**src/rtl/cpu_pkg.sv**
```systemverilog
package cpu_pkg;
  localparam int OPW = 3;

  localparam logic [OPW-1:0] OP_MV  = 3'd0;
  localparam logic [OPW-1:0] OP_MVI = 3'd1;
  localparam logic [OPW-1:0] OP_ADD = 3'd2;
  localparam logic [OPW-1:0] OP_SUB = 3'd3;

  typedef enum logic [1:0] {
    ST_IDLE = 2'd0,
    ST_S1   = 2'd1,
    ST_S2   = 2'd2,
    ST_S3   = 2'd3
  } step_e;
endpackage

```
**src/rtl/cpu_regfile.sv**
```systemverilog
module cpu_regfile #(
  parameter int DW   = 16,
  parameter int NREG = 8
) (
  input  logic                     clk_i,
  input  logic                     rst_ni,
  input  logic [NREG-1:0]          wr_i,
  input  logic [DW-1:0]            bus_i,
  output logic [NREG-1:0][DW-1:0]  regs_o
);
  for (genvar i = 0; i < NREG; i++) begin : g_reg
    always_ff @(posedge clk_i or negedge rst_ni) begin
      if (!rst_ni)      regs_o[i] <= '0;
      else if (wr_i[i]) regs_o[i] <= bus_i;
    end
  end
endmodule

```
**src/rtl/cpu_alu.sv**
```systemverilog
module cpu_alu #(
  parameter int DW = 16
) (
  input  logic          clk_i,
  input  logic          rst_ni,
  input  logic [DW-1:0] bus_i,
  input  logic          a_load_i,
  input  logic          g_load_i,
  input  logic          sub_i,
  output logic [DW-1:0] g_o
);
  logic [DW-1:0] a_q;
  logic [DW-1:0] sum;

  // wraps modulo 2^DW, no flags
  assign sum = sub_i ? (a_q - bus_i) : (a_q + bus_i);

  always_ff @(posedge clk_i or negedge rst_ni) begin
    if (!rst_ni) begin
      a_q <= '0;
      g_o <= '0;
    end else begin
      if (a_load_i) a_q <= bus_i;
      if (g_load_i) g_o <= sum;
    end
  end
endmodule

```
**src/rtl/cpu_bus_mux.sv**
```systemverilog
module cpu_bus_mux #(
  parameter int DW   = 16,
  parameter int NSRC = 10
) (
  input  logic [NSRC-1:0]          sel_i,
  input  logic [NSRC-1:0][DW-1:0]  src_i,
  output logic [DW-1:0]            bus_o
);
  // AND-OR over one-hot select; zero when nothing selected
  always_comb begin
    bus_o = '0;
    for (int i = 0; i < NSRC; i++) bus_o |= {DW{sel_i[i]}} & src_i[i];
  end
endmodule

```
**src/rtl/cpu_ctrl.sv**
```systemverilog
module cpu_ctrl
  import cpu_pkg::*;
#(
  parameter int NREG = 8,
  parameter int RW   = $clog2(NREG),
  parameter int IRW  = OPW + 2 * RW,
  parameter int NSRC = NREG + 2
) (
  input  logic              clk_i,
  input  logic              rst_ni,
  input  logic              run_i,
  input  logic [IRW-1:0]    instr_i,
  output logic [NSRC-1:0]   sel_o,
  output logic [NREG-1:0]   wr_o,
  output logic              a_load_o,
  output logic              g_load_o,
  output logic              sub_o,
  output logic              done_o,
  output step_e             step_o,
  output logic [OPW-1:0]    op_o
);
  localparam int SEL_G   = NREG;
  localparam int SEL_DIN = NREG + 1;

  logic [IRW-1:0]  ir_q;
  step_e           step_d;
  logic            ir_load;
  logic [RW-1:0]   fx, fy;
  logic [NREG-1:0] x_oh, y_oh;

  assign op_o = ir_q[IRW-1 -: OPW];
  assign fx   = ir_q[2*RW-1 -: RW];
  assign fy   = ir_q[RW-1:0];
  assign x_oh = {{(NREG-1){1'b0}}, 1'b1} << fx;
  assign y_oh = {{(NREG-1){1'b0}}, 1'b1} << fy;

  always_comb begin
    step_d   = step_o;
    ir_load  = 1'b0;
    sel_o    = '0;
    wr_o     = '0;
    a_load_o = 1'b0;
    g_load_o = 1'b0;
    sub_o    = 1'b0;
    done_o   = 1'b0;
    unique case (step_o)
      ST_IDLE: begin
        if (run_i) begin
          ir_load = 1'b1;
          step_d  = ST_S1;
        end
      end
      ST_S1: begin
        step_d = ST_IDLE;
        case (op_o)
          OP_MV: begin
            sel_o  = {2'b00, y_oh};
            wr_o   = x_oh;
            done_o = 1'b1;
          end
          OP_MVI: begin
            sel_o[SEL_DIN] = 1'b1;
            wr_o   = x_oh;
            done_o = 1'b1;
          end
          OP_ADD, OP_SUB: begin
            sel_o    = {2'b00, x_oh};
            a_load_o = 1'b1;
            step_d   = ST_S2;
          end
          default: ;  // undefined: back to idle, nothing written
        endcase
      end
      ST_S2: begin
        sel_o    = {2'b00, y_oh};
        g_load_o = 1'b1;
        sub_o    = (op_o == OP_SUB);
        step_d   = ST_S3;
      end
      ST_S3: begin
        sel_o[SEL_G] = 1'b1;
        wr_o   = x_oh;
        done_o = 1'b1;
        step_d = ST_IDLE;
      end
      default: step_d = ST_IDLE;
    endcase
  end

  always_ff @(posedge clk_i or negedge rst_ni) begin
    if (!rst_ni) begin
      step_o <= ST_IDLE;
      ir_q   <= '0;
    end else begin
      step_o <= step_d;
      if (ir_load) ir_q <= instr_i;
    end
  end
endmodule

```
**src/rtl/bus_cpu.sv**
```systemverilog
module bus_cpu
  import cpu_pkg::*;
#(
  parameter int DW   = 16,
  parameter int NREG = 8
) (
  input  logic          clk_i,
  input  logic          rst_ni,
  input  logic          run_i,
  input  logic [DW-1:0] data_i,
  output logic          done_o,
  output logic [DW-1:0] bus_o
);
  localparam int RW   = $clog2(NREG);
  localparam int IRW  = OPW + 2 * RW;
  localparam int NSRC = NREG + 2;

  logic [NSRC-1:0]         sel;
  logic [NREG-1:0]         wr;
  logic                    a_load, g_load, sub;
  logic [NREG-1:0][DW-1:0] regs;
  logic [DW-1:0]           g_q;
  logic [NSRC-1:0][DW-1:0] srcs;
  step_e                   step_q;
  logic [OPW-1:0]          ir_op;

  assign srcs = {data_i, g_q, regs};

  cpu_ctrl #(.NREG(NREG)) u_ctrl (
    .clk_i    (clk_i),
    .rst_ni   (rst_ni),
    .run_i    (run_i),
    .instr_i  (data_i[DW-1 -: IRW]),
    .sel_o    (sel),
    .wr_o     (wr),
    .a_load_o (a_load),
    .g_load_o (g_load),
    .sub_o    (sub),
    .done_o   (done_o),
    .step_o   (step_q),
    .op_o     (ir_op)
  );

  cpu_regfile #(.DW(DW), .NREG(NREG)) u_regs (
    .clk_i  (clk_i),
    .rst_ni (rst_ni),
    .wr_i   (wr),
    .bus_i  (bus_o),
    .regs_o (regs)
  );

  cpu_alu #(.DW(DW)) u_alu (
    .clk_i    (clk_i),
    .rst_ni   (rst_ni),
    .bus_i    (bus_o),
    .a_load_i (a_load),
    .g_load_i (g_load),
    .sub_i    (sub),
    .g_o      (g_q)
  );

  cpu_bus_mux #(.DW(DW), .NSRC(NSRC)) u_mux (
    .sel_i (sel),
    .src_i (srcs),
    .bus_o (bus_o)
  );
endmodule

```
**config.mk**
```make
export PLATFORM = sky130hd
export DESIGN_NAME = bus_cpu
export DESIGN_NICKNAME = d
export VERILOG_FILES = /design/src/rtl/cpu_pkg.sv /design/src/rtl/cpu_regfile.sv /design/src/rtl/cpu_alu.sv /design/src/rtl/cpu_bus_mux.sv /design/src/rtl/cpu_ctrl.sv /design/src/rtl/bus_cpu.sv
export SDC_FILE = /design/constraint.sdc
export NUM_CORES = 1
export LEC_CHECK = 0
export BUFFER_PORTS_ARGS = -buffer_cell sky130_fd_sc_hd__buf_2
export CAP_MARGIN = 20
export CELL_PAD_IN_SITES_DETAIL_PLACEMENT = 1
export CELL_PAD_IN_SITES_GLOBAL_PLACEMENT = 2
export CORE_MARGIN = 2
export CORE_UTILIZATION = 40
export CTS_CLUSTER_DIAMETER = 120
export DETAILED_ROUTE_END_ITERATION = 10
export PLACE_DENSITY_LB_ADDON = 0.1
export RECOVER_POWER = 25
export SYNTH_ARGS = -nofsm -noshare
export SYNTH_HDL_FRONTEND = slang
export SYNTH_SLANG_ARGS = --single-unit
```
**constraint.sdc**
```tcl
create_clock -name clk_i -period 6.6 [get_ports clk_i]
set_input_delay 0.99 -clock clk_i [delete_from_list [all_inputs] [get_ports clk_i]]
set_output_delay 0.99 -clock clk_i [all_outputs]
set_load 0.03 [all_outputs]
```
== After elaboration in Yosys (flattened, before gate mapping) ==
Index checks and enable logic that the tools add are counted.
Cells by class
  bitwise operators: 19
  reductions and logical operators: 4
  $add $sub $neg: 2
  multiplexer cells: 19
  eq/ne operators: 7
  shift operators: 2
Operators with widths (count)
  $and 16x16->16: 10
  $or 16x16->16: 9
  $pmux 8 s2: 3
  $add 16x16->16: 1
  $mux 16: 1
  $shl 1x3->8 const A: 2
  $sub 16x16->16: 1
  $mux 1: 9
  $mux 8: 1
  $pmux 2 s4: 1
  $eq 3x2->1 const B: 2
  $eq 2x2->1 const B: 2
  $mux 2: 2
  $pmux 1 s2: 2
  $reduce_or 2->1: 2
  $eq 3x1->1 const B: 1
  $logic_not 3->1: 1
  $eq 2x1->1 const B: 1
  $logic_not 2->1: 1
  $ne 2x2->1 const B: 1
Word-level totals
  output and inout bits: 17
  register bits after elaboration: 171
  word-level logic and storage cells: 65
  bits of input ports: 19

== Depth between registers and ports, before layout ==
  depth in word-level cells: 16
  gate-level depth with buffers: 26
  gate-level depth less buffers: 22

== Modules after synthesis ==
Synthesis repeated with hierarchy kept, for this count alone.
Second synthesis, totals
  cell total of the unflattened synthesis: 690
  area total of the unflattened synthesis: 9143.8 µm²
Modules (own cells, without submodules)
  cpu_regfile: times used 1, seq. area each 3203.1 µm², cells an instance 272, area an instance 5195.0 µm²
  cpu_alu: times used 1, seq. area each 800.8 µm², cells an instance 229, area an instance 2263.4 µm²
  cpu_bus_mux: times used 1, seq. area each 0.0 µm², cells an instance 116, area an instance 934.6 µm²
  cpu_ctrl: times used 1, seq. area each 275.3 µm², cells an instance 73, area an instance 750.7 µm²

== Least setup slack after synthesis ==
No wires, ideal clock.
  path type: reg-to-reg
  start point: reg u_ctrl.step_o[0]
  end point: reg u_alu.g_o[15]
  clock period less this slack: 5.394 ns
  path buffers: 2
  library setup time: 0.125 ns
  arrival: 5.269 ns
  cell stages (with the launch flop): 24
  required time: 6.475 ns
  slack: 1.206 ns
  path through: dfrtp_1 -> inv_1 -> ha_1 -> buf_2 -> nor4b_1 -> o211a_1 -> a2111o_1 -> a2111oi_1 -> o211a_2 -> clkbuf_1 -> ha_1 -> and2_1 -> a21oi_1 -> xnor2_1 -> ha_1 -> o2111ai_1 -> nand3_1 -> o41ai_1 -> o2111ai_1 -> a31o_2 -> a21oi_1 -> o21bai_1 -> xnor3_1 -> mux2_4
On the way
  longest elaborated chain between the ends: 14
  elaborated cells between the ends (all ways): 30
  classes of those cells: 2 x add/sub; 3 x eq/ne; 6 x mux; 19 x bitwise
Ends and longest elaborated chain
  start: declaration: RTL line cpu_ctrl.sv:19  | output step_e step_o,
  start signal: assignment: RTL line cpu_ctrl.sv:95  | step_o <= step_d;
  $eq 2x2->1 or $eq 2x1->1 (tied branches): RTL line cpu_ctrl.sv:46  | unique case (step_o)
  $pmux 8 s2: RTL line cpu_ctrl.sv:46
  $and 16x16->16: RTL line cpu_bus_mux.sv:12  | for (int i = 0; i < NSRC; i++) bus_o |= {DW{sel_i[i]}} & src_i[i];
  $or 16x16->16 (9 in series): RTL line cpu_bus_mux.sv:12
  $add 16x16->16 or $sub 16x16->16 (tied branches): RTL line cpu_alu.sv:16  | assign sum = sub_i ? (a_q - bus_i) : (a_q + bus_i);
  $mux 16: RTL line cpu_alu.sv:16
  end signal: assignment: RTL line cpu_alu.sv:24  | if (g_load_i) g_o <= sum;
  end: declaration: RTL line cpu_alu.sv:10  | output logic [DW-1:0] g_o
Several ways; a longest one is shown, not always the timed one.
A chain may end at the register's enable or synchronous reset.

== Worst setup path after layout ==
Ends and elaborated chain as after synthesis.

==> flow_metrics.py <==
metrics = {
    "outcome": {
        "outcome": "finished, violations left",
        "violations": "capacitance limit, slew limit",
    },
    "floorplanning": {
        "initial_core_util_pct": 40.96,
        "coreArea_um2": 21890,
        "io-pin-count": 36,
        "die_w_um": 153.7,
        "die_h_um": 153.7,
        "num_rows": 54,
        "die-area_um2": 23630,
    },
    "sta": {
        "fin_setup_tns_ns": 0,
        "min_period_over_period_pct": 90.73,
        "tightest_slew_ns": 4.802,
        "fin_skew_ns": 0.01548,
        "hold_viol": 0,
        "max_freq_mhz": 167.0,
        "setup_viol": 0,
        "rsz0062_at_grt": "no",
        "finalMaxSlewViolations": 102,
        "relSlewSlack_pct": -220.1,
        "post-route-min-period_ns": 5.988,
    },
    "layout": {
        "nets": 1017,
        "drive_above_1_share_pct": 14.04,
        "area_delta_synth_final_pct": 11.85,
        "diodes": 0,
        "n_fill_cell": 2522,
    },
    "setup_path": {
        "rrSetupSlack_ns": 0.61,
        "max_stage_delay_ns": 0.59,
        "worstRegToRegCells": 21,
        "cp_num_cells": 21,
        "path_delay_family": "compound AO/OA/AOI/OAI gates",
        "cp-start-kind": "register",
        "worstPathMaxFanout": 16,
        "arrival_ns": 6.32,
        "setup.worst_path.end_class": "register",
        "critical_path.cell_chain": "inv_1 > ha_1 > inv_1 > nand2_2 > a32o_1 > a2111oi_2 > and4_1 > inv_4 > nor3_4 > and4_4 > nor2_1 > xnor2_1 > ha_1 > and3_1 > a21oi_1 > o2111ai_1 > a31o_2 > a21oi_1 > o21bai_1 > xnor3_1 > mux2_4",
        "worstPathBufferInverterCount": 3,
        "r2r-end": "u_alu.g_o[15]$_DFFE_PN0N_",
        "crit_type": "register to register",
        "r2r-start": "u_ctrl.step_o[0]$_DFFE_PN0P_",
        "crit_slowest_cell": "and4_1",
        "crit_required_ns": 6.93,
    },
    "clocking": {
        "clk_path_buf_depth": 2,
        "cts_resized": 0,
        "cts_tree": "yes",
        "cts.sinks": 171,
        "numCtsBuffers": 17,
        "htreeDepth": 4,
        "clk_latency_ns": 0.45,
        "root_buffer": "clkbuf_16",
        "postCtsSetupBuffers": 0,
        "clk_pin_slew_worst_paths_ns": 0.07,
        "cts_hold_buffers": 0,
    },
    "global_route": {
        "grt_first_pass_wirelength_mm": 48.73,
        "grt_max_degree": 102,
        "grt_usage_pct": 27.52,
        "grt_pass1_vias": 7909,
        "grt_overflow": 0,
        "antenna_found_initial": 0,
    },
    "synthesis": {
        "syn-cell-area_um2": 8967,
        "synth-edff-count": 0,
        "synthFlopType": "dfrtp_1",
        "synth-seq-cells": 171,
        "ys_top_cells_by_area": "dfrtp_1 48%, o21ai_0 9.0%, nand2_1 8.0%, ha_1 2.8%, mux2_2 2.5%",
        "yosysTopAreaCellShare_pct": 47.72,
        "synth_common_cells": "190 x nand2_1, 171 x dfrtp_1, 162 x o21ai_0, 53 x clkbuf_1, 41 x inv_1",
        "synthesis.yosys.warnings": 0,
        "syn-num-nets": 1003,
        "synth.most_common_cell": "nand2_1",
        "syn_avg_cell_area_um2": 9.312,
        "yosysTopAreaCell": "dfrtp_1",
        "synth_seq_area_share_pct": 47.72,
        "synth_cell_types": 78,
        "async_reset_ff_share_pct": 100.0,
        "synth_cells": 963,
    },
    "routing": {
        "drtIter0Drc": 582,
        "ant_nets": 0,
        "finalWirelength_mm": 31.44,
        "drc": 0,
        "drt_first_pass_iters": 5,
        "vias_per_cell": 5.907,
        "vias": 7502,
        "wl_per_cell_um": 24.76,
    },
    "place": {
        "gp_congestion": 0.9055,
        "dp_hpwl_mm": 22.64,
        "numPortBuffers": 35,
    },
    "worst_hold_path": {
        "worstHoldEndpoint": "u_regs.regs_o[71]$_DFFE_PN0P_",
        "min_from": "u_regs.regs_o[71]$_DFFE_PN0P_",
        "min_path_cells": 2,
        "hp-class": "register to register",
    },
    "flow_run": {
        "maxCapViolations": 1,
    },
}
## sequential cells by signal (all words and copies together) (netlist names), named ones only
signal / flops
u_alu.a_q: 16
u_ctrl.ir_q: 9
u_alu.g_o: 16
u_ctrl.step_o: 1
u_regs.regs_o: 128
## cells in the final DEF, fill, tap and decap left out, types with 4 or more instances in the layout
master     netlist  final
mux2_2          20     20
and3b_1          4      4
buf_2           11     34
buf_4            0     31
inv_1           41     41
mux2i_1          7      7
a22oi_1         28     28
ha_1            20     20
o2111ai_1        5      5
clkinv_8         0      4
inv_8            0      4
a22o_1           8      8
a221oi_1         4      4
o21ai_0        162    162
o21ai_1          4      4
nand3_1         15     15
nor2b_1         10     10
nor2_1          23     23
and3_1           7      7
dfrtp_1        171    171
and4_1           5      5
clkbuf_16        0     17
a222oi_1        16     16
and4_4           4      4
nand2_1        190    190
o211ai_1         6      6
nor3_1           8      8
o21a_1           6      6
a21oi_1         22     22
a31oi_1          6      6
and2_1           6      6
xnor2_1         21     21
## logic make-up (layout without fill, tap and decap cells)
logic type	count (synthesis)	count (layout)	share of synthesized area (%)
AND/OR/NAND/NOR	300	300	16.19
multiplexers	28	28	3.460
adder cells (fa/ha/maj)	21	21	3.014
AO/OA/AOI/OAI	305	305	21.67
buffers and inverters	114	141	5.456
flip-flops	171	171	47.72
XOR/XNOR	24	24	2.498
## final cells by class
cell class                 count  area, um2  share of cell area (%)
sequential                   171       4279                   42.66
inverter                      42      160.2                   1.597
clock buffer                  17      425.4                   4.242
multi-input combinational    678       4199                   41.87
clock inverter                15      175.2                   1.747
timing repair buffer          67      440.4                   4.391
tap                          280      350.3                   3.493
## worst register-to-register path, stage by stage, from the launching register on
cell	delay, ns
dfrtp_1	0.43
inv_1	0.10
ha_1	0.32
inv_1	0.52
nand2_2	0.16
a32o_1	0.46
a2111oi_2	0.45
and4_1	0.59
inv_4	0.09
nor3_4	0.26
and4_4	0.30
nor2_1	0.06
xnor2_1	0.15
ha_1	0.38
and3_1	0.20
a21oi_1	0.17
o2111ai_1	0.14
a31o_2	0.27
a21oi_1	0.15
o21bai_1	0.07
xnor3_1	0.36
mux2_4	0.26
## through the flow
step | hold slack (ns) | setup WS (ns) | std cells | instance area (um2) | util, %
after global routing | 0.5190 | 0.07435 | 1270 | 10030 | 45.82
after floorplan | 0.4435 | 1.206 | 963 | 8967 | -
after detailed placement | 0.4721 | 0.6187 | 1237 | 9403 | 42.95
after global placement | 0.4604 | 0.8205 | 1237 | 9403 | 42.95
after CTS | 0.4849 | 0.6231 | 1269 | 10000 | 45.70
final | 0.4798 | 0.6119 | 1270 | 10030 | 45.82
## metal layers
| layer | wire length, um | global-route usage, % | vias to the layer above |
|---|---|---|---|
| li1 | - | - | 3448 |
| met1 | 14780 | 39.11 | 3839 |
| met2 | 14620 | 43.98 | 185 |
| met3 | 1535 | 4.651 | 30 |
| met4 | 509 | 6.859 | 0 |
| met5 | 0 | 0 | - |
## worst max path at each step
stage / startpoint / endpoint
after floorplan: u_ctrl.step_o[0]$_DFFE_PN0P_ / u_alu.g_o[15]$_DFFE_PN0N_
after global placement: u_ctrl.step_o[0]$_DFFE_PN0P_ / u_alu.g_o[14]$_DFFE_PN0N_
after detailed placement: u_ctrl.step_o[0]$_DFFE_PN0P_ / u_alu.g_o[14]$_DFFE_PN0N_
after CTS: u_ctrl.step_o[0]$_DFFE_PN0P_ / u_alu.g_o[14]$_DFFE_PN0N_
after global routing: u_ctrl.step_o[0]$_DFFE_PN0P_ / u_alu.g_o[14]$_DFFE_PN0N_
final: u_ctrl.step_o[0]$_DFFE_PN0P_ / u_alu.g_o[15]$_DFFE_PN0N_
Power is left out: the tool's default activity adds up to more than one toggle a clock period on the data nets, which glitch-free logic cannot reach.
